**src/rtl/split_lut_pkg.sv**
```systemverilog
package split_lut_pkg;
  localparam int unsigned LUT_IN_DEF = 6;

  // start index of tree level lvl in a flattened node vector for n leaves
  function automatic int unsigned tree_off(input int unsigned n, input int unsigned lvl);
    return 2 * n - ((2 * n) >> lvl);
  endfunction
endpackage

```
**src/rtl/cfg_pair_cell.sv**
```systemverilog
module cfg_pair_cell (
  input  logic       clk_i,
  input  logic       rst_ni,
  input  logic       shift_i,
  input  logic       bit_i,
  output logic [1:0] pair_o
);
  always_ff @(posedge clk_i or negedge rst_ni) begin
    if (!rst_ni)      pair_o <= '0;
    else if (shift_i) pair_o <= {pair_o[0], bit_i};
  end
endmodule

```
**src/rtl/cfg_chain.sv**
```systemverilog
module cfg_chain #(
  parameter int unsigned CFG_BITS = 64
) (
  input  logic                clk_i,
  input  logic                rst_ni,
  input  logic                shift_i,
  input  logic                bit_i,
  output logic [CFG_BITS-1:0] cfg_o
);
  localparam int unsigned CELLS = CFG_BITS / 2;

  logic [CELLS-1:0] cell_in;

  for (genvar c = 0; c < CELLS; c++) begin : g_cell
    if (c == 0) begin : g_head
      assign cell_in[c] = bit_i;
    end else begin : g_link
      assign cell_in[c] = cfg_o[2*c-1];
    end
    cfg_pair_cell u_cell (
      .clk_i  (clk_i),
      .rst_ni (rst_ni),
      .shift_i(shift_i),
      .bit_i  (cell_in[c]),
      .pair_o (cfg_o[2*c+1:2*c])
    );
  end

  a_r3_hold_when_idle: assert property (@(posedge clk_i) disable iff (!rst_ni)
    (!shift_i && rst_ni) |=> $stable(cfg_o));

  a_r2_shift_one_up: assert property (@(posedge clk_i) disable iff (!rst_ni)
    (shift_i && rst_ni) |=> (cfg_o[0] == $past(bit_i)) &&
                            (cfg_o[CFG_BITS-1:1] == $past(cfg_o[CFG_BITS-2:0])));
endmodule

```
**src/rtl/lut_mux_tree.sv**
```systemverilog
module lut_mux_tree
  import split_lut_pkg::*;
#(
  parameter int unsigned SEL_W = 5
) (
  input  logic [(1<<SEL_W)-1:0] data_i,
  input  logic [SEL_W-1:0]      sel_i,
  output logic                  out_o
);
  localparam int unsigned LEAVES = 1 << SEL_W;
  localparam int unsigned NODES  = 2 * LEAVES - 1;

  logic [NODES-1:0] node;

  assign node[LEAVES-1:0] = data_i;

  // level k is steered by sel_i[k]; level 0 sits next to the stored bits
  for (genvar k = 0; k < SEL_W; k++) begin : g_lvl
    localparam int unsigned IN_OFF  = tree_off(LEAVES, k);
    localparam int unsigned OUT_OFF = tree_off(LEAVES, k + 1);
    localparam int unsigned WIDTH   = LEAVES >> (k + 1);
    for (genvar j = 0; j < WIDTH; j++) begin : g_mux
      assign node[OUT_OFF+j] = sel_i[k] ? node[IN_OFF+2*j+1] : node[IN_OFF+2*j];
    end
  end

  assign out_o = node[NODES-1];
endmodule

```
**src/rtl/split_lut6.sv**
```systemverilog
module split_lut6
  import split_lut_pkg::*;
#(
  parameter int unsigned LUT_IN = LUT_IN_DEF
) (
  input  logic              clk_i,
  input  logic              rst_ni,
  input  logic              cfg_shift_en_i,
  input  logic              cfg_bit_i,
  input  logic [LUT_IN-1:0] sel_i,
  output logic              out_full_o,
  output logic              out_half_o
);
  localparam int unsigned HALF_IN   = LUT_IN - 1;
  localparam int unsigned CFG_BITS  = 1 << LUT_IN;
  localparam int unsigned HALF_BITS = CFG_BITS / 2;

  logic [CFG_BITS-1:0] cfg_q;
  logic                lo_out, hi_out;

  cfg_chain #(.CFG_BITS(CFG_BITS)) u_cfg (
    .clk_i  (clk_i),
    .rst_ni (rst_ni),
    .shift_i(cfg_shift_en_i),
    .bit_i  (cfg_bit_i),
    .cfg_o  (cfg_q)
  );

  lut_mux_tree #(.SEL_W(HALF_IN)) u_lo (
    .data_i(cfg_q[HALF_BITS-1:0]),
    .sel_i (sel_i[HALF_IN-1:0]),
    .out_o (lo_out)
  );

  lut_mux_tree #(.SEL_W(HALF_IN)) u_hi (
    .data_i(cfg_q[CFG_BITS-1:HALF_BITS]),
    .sel_i (sel_i[HALF_IN-1:0]),
    .out_o (hi_out)
  );

  assign out_full_o = sel_i[LUT_IN-1] ? hi_out : lo_out;
  assign out_half_o = lo_out;

  a_r4_full_reads_index: assert property (@(posedge clk_i) disable iff (!rst_ni)
    out_full_o == cfg_q[sel_i]);

  a_r5_half_reads_lower: assert property (@(posedge clk_i) disable iff (!rst_ni)
    out_half_o == cfg_q[{1'b0, sel_i[HALF_IN-1:0]}]);

  a_r6_lower_half_agree: assert property (@(posedge clk_i) disable iff (!rst_ni)
    !sel_i[LUT_IN-1] |-> (out_full_o == out_half_o));
endmodule

```
**config.mk**
```make
export PLATFORM = sky130hd
export DESIGN_NAME = split_lut6
export DESIGN_NICKNAME = d
export VERILOG_FILES = /design/src/rtl/split_lut_pkg.sv /design/src/rtl/cfg_pair_cell.sv /design/src/rtl/cfg_chain.sv /design/src/rtl/lut_mux_tree.sv /design/src/rtl/split_lut6.sv
export SDC_FILE = /design/constraint.sdc
export NUM_CORES = 1
export LEC_CHECK = 0
export BUFFER_PORTS_ARGS = -buffer_cell sky130_fd_sc_hd__buf_4
export CORE_ASPECT_RATIO = 1.75
export CORE_MARGIN = 4
export CORE_UTILIZATION = 60
export CTS_CLUSTER_SIZE = 20
export DETAILED_ROUTE_END_ITERATION = 8
export GPL_TIMING_DRIVEN = 0
export HOLD_SLACK_MARGIN = 0.12
export PLACE_DENSITY = 0.84
export SETUP_SLACK_MARGIN = 0.02
export SYNTH_ARGS = -nofsm -noshare
export SYNTH_HDL_FRONTEND = slang
export SYNTH_SLANG_ARGS = --single-unit
export TNS_END_PERCENT = 10
```
**constraint.sdc**
```tcl
create_clock -name clk_i -period 6.1 [get_ports clk_i]
set_clock_uncertainty 0.05 [all_clocks]
set_input_delay 1.22 -clock clk_i [delete_from_list [all_inputs] [get_ports clk_i]]
set_output_delay 1.22 -clock clk_i [all_outputs]
set_load 0.1 [all_outputs]
```
# Word-level counts from Yosys, hierarchy flattened
# Index checks and enable logic that the tools add are counted.
word_totals:
  ff_bits: 64
  input_bits: 10
  output_inout_bits: 2
  elab_cells: 95
classes:
  mux: 63
ops:
  columns: ["operator", "n"]
  rows:
  - ["2-to-1 mux 1 bit", 63]

# Logic depth before layout (Yosys ltp)
depth:
  word_depth: 6
  depth_mapped: 8
  depth_no_buf: 5

# Modules after synthesis
# From an unflattened synthesis, not the netlist that was laid out.
hier_totals:
  cells_unflattened: 211
  hier_area_um2: 2987.9
by_module_without_submodules:
  columns: ["mod", "instances", "cells_each", "area_per_inst_um2", "seq_area_each_um2"]
  rows:
  - ["cfg_pair_cell", 32, 4, 72.6, 50.0]
  - ["lut_mux_tree", 2, 41, 325.3, 0.0]
  - ["split_lut6", 1, 1, 15.0, 0.0]

# Least setup slack after synthesis
# OpenSTA, ideal clock, no wires.
synth_path:
  path_type: "input port to output port"
  from: "input sel_i[2]"
  to: "output out_full_o"
  t_arrival_ns: 3.824
  required_ns: 4.830
  slack_ns: 1.006
  path_stages: 6
  n_path_buf: 1
  path_cell_list: "clkbuf_1 -> and2_1 -> a22o_1 -> a2111oi_0 -> a22oi_1 -> a31oi_1"
synth_via:
  elab_chain_len: 4
  elab_cells_between_ends: 15
  cone_classes: "15 x mux"
synth_rtl:
  columns: ["item", "line_no", "source"]
  rows:
  - ["start, declared", "split_lut6.sv:10", "input logic [LUT_IN-1:0] sel_i,"]
  - ["2-to-1 mux 1 bit (3 in series)", "lut_mux_tree.sv:23", "assign node[OUT_OFF+j] = sel_i[k] ? node[IN_OFF+2*j+1] : node[IN_OFF+2*j];"]
  - ["2-to-1 mux 1 bit *", "split_lut6.sv:41", "assign out_full_o = sel_i[LUT_IN-1] ? hi_out : lo_out;"]
  - ["end, declared", "split_lut6.sv:11", "output logic out_full_o,"]
# Every way passes the cells marked *; elsewhere a longest branch is shown, timed or not.

# Worst setup path in the final report
# Same ends and word-level chain as after synthesis.

==> impl_metrics.csv <==
group,metric,value,unit
route,firstDrtPassIters,4,
power_and_ir_drop,p_int,0.000826,W
yosys,yosysMostFrequentCell,"mux2_2",
yosys,synthCells,204,
floorplanning,coreArea,4750,sq um
run,maxCapViolCount,0,
power_and_ir_drop,netSwitchingPower,0.000314,W
clock_network,clock-sinks,64,
route,wl,5550,microns
clock_network,cts_tree,"built",
clock_network,post_cts_resized,0,
setup_path,cpMostUsedCell,"buf_4",
clock_network,cts_buffers,9,
finish,area_growth,11.3,%
yosys,yosys-top-cells-count,"mux2_2 (66), dfrtp_1 (64), mux2i_1 (20)",
hold_path,hold_start,"u_cfg.g_cell[31].u_cell.pair_o[1]$_DFFE_PN0P_",
yosys,yosys.area_share.xor_xnor,0,%
setup_path,path_max_fanout,10,
power_and_ir_drop,p_sw_share,27.5,%
yosys,yosysTopAreaCellShare,53.4,%
global_route,grt_pass1_wl,9180,microns
yosys,synth_cell_types,25,
clock_network,htree_levels,3,
sta,rsz0062_at_grt,"no",
hold_path,hold_path_depth,1,
yosys,avgSynthCellArea,14.7,sq um
yosys,yosysTopAreaCell,"dfrtp_1",
sta,setup_viol,0,
global_route,grt_overflow_total,0,
sta,fin_crit_sh,73.0,%
setup_path,end_kind,"output pin",
global_route,antenna_found_initial,0,
placement,numPortBuffers,9,
yosys,synth_edf_count,0,
clock_network,post_cts_buffers,0,
clock_network,clkLatencyLatePin,0.34,ns
power_and_ir_drop,finalPower,0.00114,W
floorplanning,pin_count,12,
run_status,status,"complete, no violations",
route,vias_per_cell,6.15,
setup_path,rrSetupSlack,5.22,ns
power_and_ir_drop,p_clk_share,32.0,%
route,wl_per_cell,19.8,microns
sta,worstMarginPinSlew,0.785,ns
sta,fmax,225,MHz
yosys,synth-simple-area-share,3.17,%
power_and_ir_drop,leakagePower,1.63,nW
clock_network,root_buffer,"clkbuf_8",
yosys,syn-cell-area,3000,sq um
setup_path,reg2regPathDepth,1,
yosys,synth_nets,214,
route,ant_nets,0,
floorplanning,die_area,6240,sq um
finish,nNetsFinal,234,
finish,largest_register_ffs,64,
finish,diodes,0,
placement,place_congestion,0.868,
yosys,ys_seq_elements,64,
yosys,synth_fa_ha_area_share,0,%
yosys,muxShareOfSynthArea,36.6,%
yosys,synth_top_family_by_area,"multiplexers",
setup_path,cp-start-kind,"primary input",
global_route,grt_max_degree,65,
hold_path,holdPathEnd,"u_cfg.g_cell[31].u_cell.pair_o[1]$_DFFE_PN0P_",
finish,final_layout_size_suffix_gt1_share,42.4,%
setup_path,worstPathCellList,"buf_4 > clkbuf_1 > and2_1 > a22o_1 > a2111oi_0 > a22oi_1 > a31oi_1 > buf_4",
global_route,grt_pass1_vias,1909,
finish,largest-register,"u_cfg.g_cell.u_cell.pair_o",
sta,finalHoldWorstSlack,0.459,ns
sta,drv_slew,0,
route,vias,1728,
power_and_ir_drop,pwr-share-comb,18.0,%
setup_path,crit_type,"in2out",
setup_path,r2r_start,"u_cfg.g_cell[22].u_cell.pair_o[0]$_DFFE_PN0P_",
setup_path,arrival,3.18,ns
sta,setup_ws,1.65,ns
floorplanning,rows,33,
floorplanning,die_x,61.4,microns
setup_path,critPathSlowestCell,"a2111oi_0",
setup_path,startpoint,"sel_i[2]",
yosys,async_flop_share,100,%
finish,fin_util,70.3,%
floorplanning,die_h,102,microns
clock_network,clock_path_buffers,2,
clock_network,ctsHoldBuffers,0,
yosys,synth_compound_area_share,4.30,%
sta,period_needed,4.45,ns
finish,largest_registers,"u_cfg.g_cell.u_cell.pair_o (64)",
floorplanning,start_util,63.1,%
yosys,yosys_warnings,0,
setup_path,required,4.83,ns
power_and_ir_drop,power_density,342,nW/um^2
power_and_ir_drop,power_frac_seq,49.9,%
yosys,yosys-top-cells-area,"dfrtp_1 (53%), mux2_2 (25%), mux2i_1 (6.7%)",
route,drcViolationCount,0,
yosys,ys_seq_area_share,53.4,%
placement,dp_hpwl,3900,microns
sta,final_hold_viol_count,0,
hold_path,hp-class,"reg2reg",
setup_path,worstReg2RegEnd,"u_cfg.g_cell[22].u_cell.pair_o[0]$_DFFE_PN0P_",
global_route,grt_usage,20.6,%
placement,dp_slack,1.65,ns
power_and_ir_drop,peakVddDrop,0.335,mV
route,drt-initial-drc-count,42,
yosys,synth_ff_type,"dfrtp_1",
sta,max-slew-margin-rel,47.6,%
clock_network,clk_pin_slew,0.06,ns
setup_path,max_stage_delay,0.42,ns
sta,fin_tns_setup,0,ns
-- cell type report --
| cell class | count | area, sq um |
|---|---|---|
| clock buffers | 11 | 151 |
| repair buffers | 9 | 67.6 |
| clock inverters | 5 | 55.1 |
| multi-input cells | 127 | 1320 |
| plain buffers | 12 | 71.3 |
| well taps | 52 | 65.1 |
| inverters | 1 | 3.75 |
| flip-flops and latches | 64 | 1600 |
| fillers | 348 | 1410 |
-- placed cells by master (no fill, tap or decap) --
cell	synthesis	final
mux4_1	5	5
a221oi_2	1	1
buf_8	1	1
clkinv_2	0	2
clkbuf_8	0	11
a22o_1	2	2
nand2_1	6	6
and2_1	2	2
buf_6	2	2
clkinvlp_4	0	2
clkbuf_1	9	9
a22oi_1	3	3
mux2i_1	20	20
nor2_1	1	1
mux4_2	1	1
a41o_1	1	1
mux2_2	66	66
and3_1	1	1
nor2b_1	4	4
or2_2	1	1
a31oi_1	2	2
a221oi_1	2	2
a21oi_1	4	4
o21ai_0	1	1
a2111oi_0	1	1
inv_1	1	1
buf_4	0	9
nand2b_1	3	3
dfrtp_1	64	64
bufinv_16	0	1
-- cell families after synthesis --
logic type,after synthesis
AO/OA/AOI/OAI,17
multiplexers,92
buffers and inverters,13
flip-flops,64
AND/OR/NAND/NOR,18
-- metrics by stage --
step	cells	area (sq um)
4_1_cts	281	3340
3_5_place_dp	265	3130
6_report	281	3340
3_3_place_gp	265	3130
5_1_grt	281	3340
2_1_floorplan	204	3000
-- routing by layer --
layer | up-vias | GRT usage [%] | share of wire (%)
met5 | - | 0 | 0
met4 | 0 | 8.01 | 2.0
met3 | 10 | 5.74 | 3.0
met2 | 24 | 36.1 | 57
met1 | 900 | 22.8 | 38
li1 | 794 | - | -
-- how the worst max path moves through the flow --
| stage | cells past startpoint | slack [ns] | to |
|---|---|---|---|
| floorplan | 6 | 1.01 | out_full_o |
| global placement | 8 | 1.74 | out_full_o |
| detailed placement | 8 | 1.65 | out_full_o |
| CTS | 8 | 1.65 | out_full_o |
| global route | 8 | 1.42 | out_full_o |
| finish | 8 | 1.65 | out_full_o |
-- power groups by stage --
stage	clock network, W	logic [W]	registers [W]
2_1_floorplan	0	0.000163	0.000555
3_3_place_gp	0	0.000197	0.000568
4_1_cts	0.000373	0.000209	0.000570
3_5_place_dp	0	0.000207	0.000578
6_report	0.000365	0.000206	0.000569
5_1_grt	0.000393	0.000225	0.000579
-- critical path: cells and delay by family --
kind                   cells  cell delay (ns)
AND/OR/NAND/NOR            1             0.28
AO/OA/AOI/OAI              4             1.00
buffers and inverters      3             0.68
Note: power is estimated with default switching activity, not from simulation.
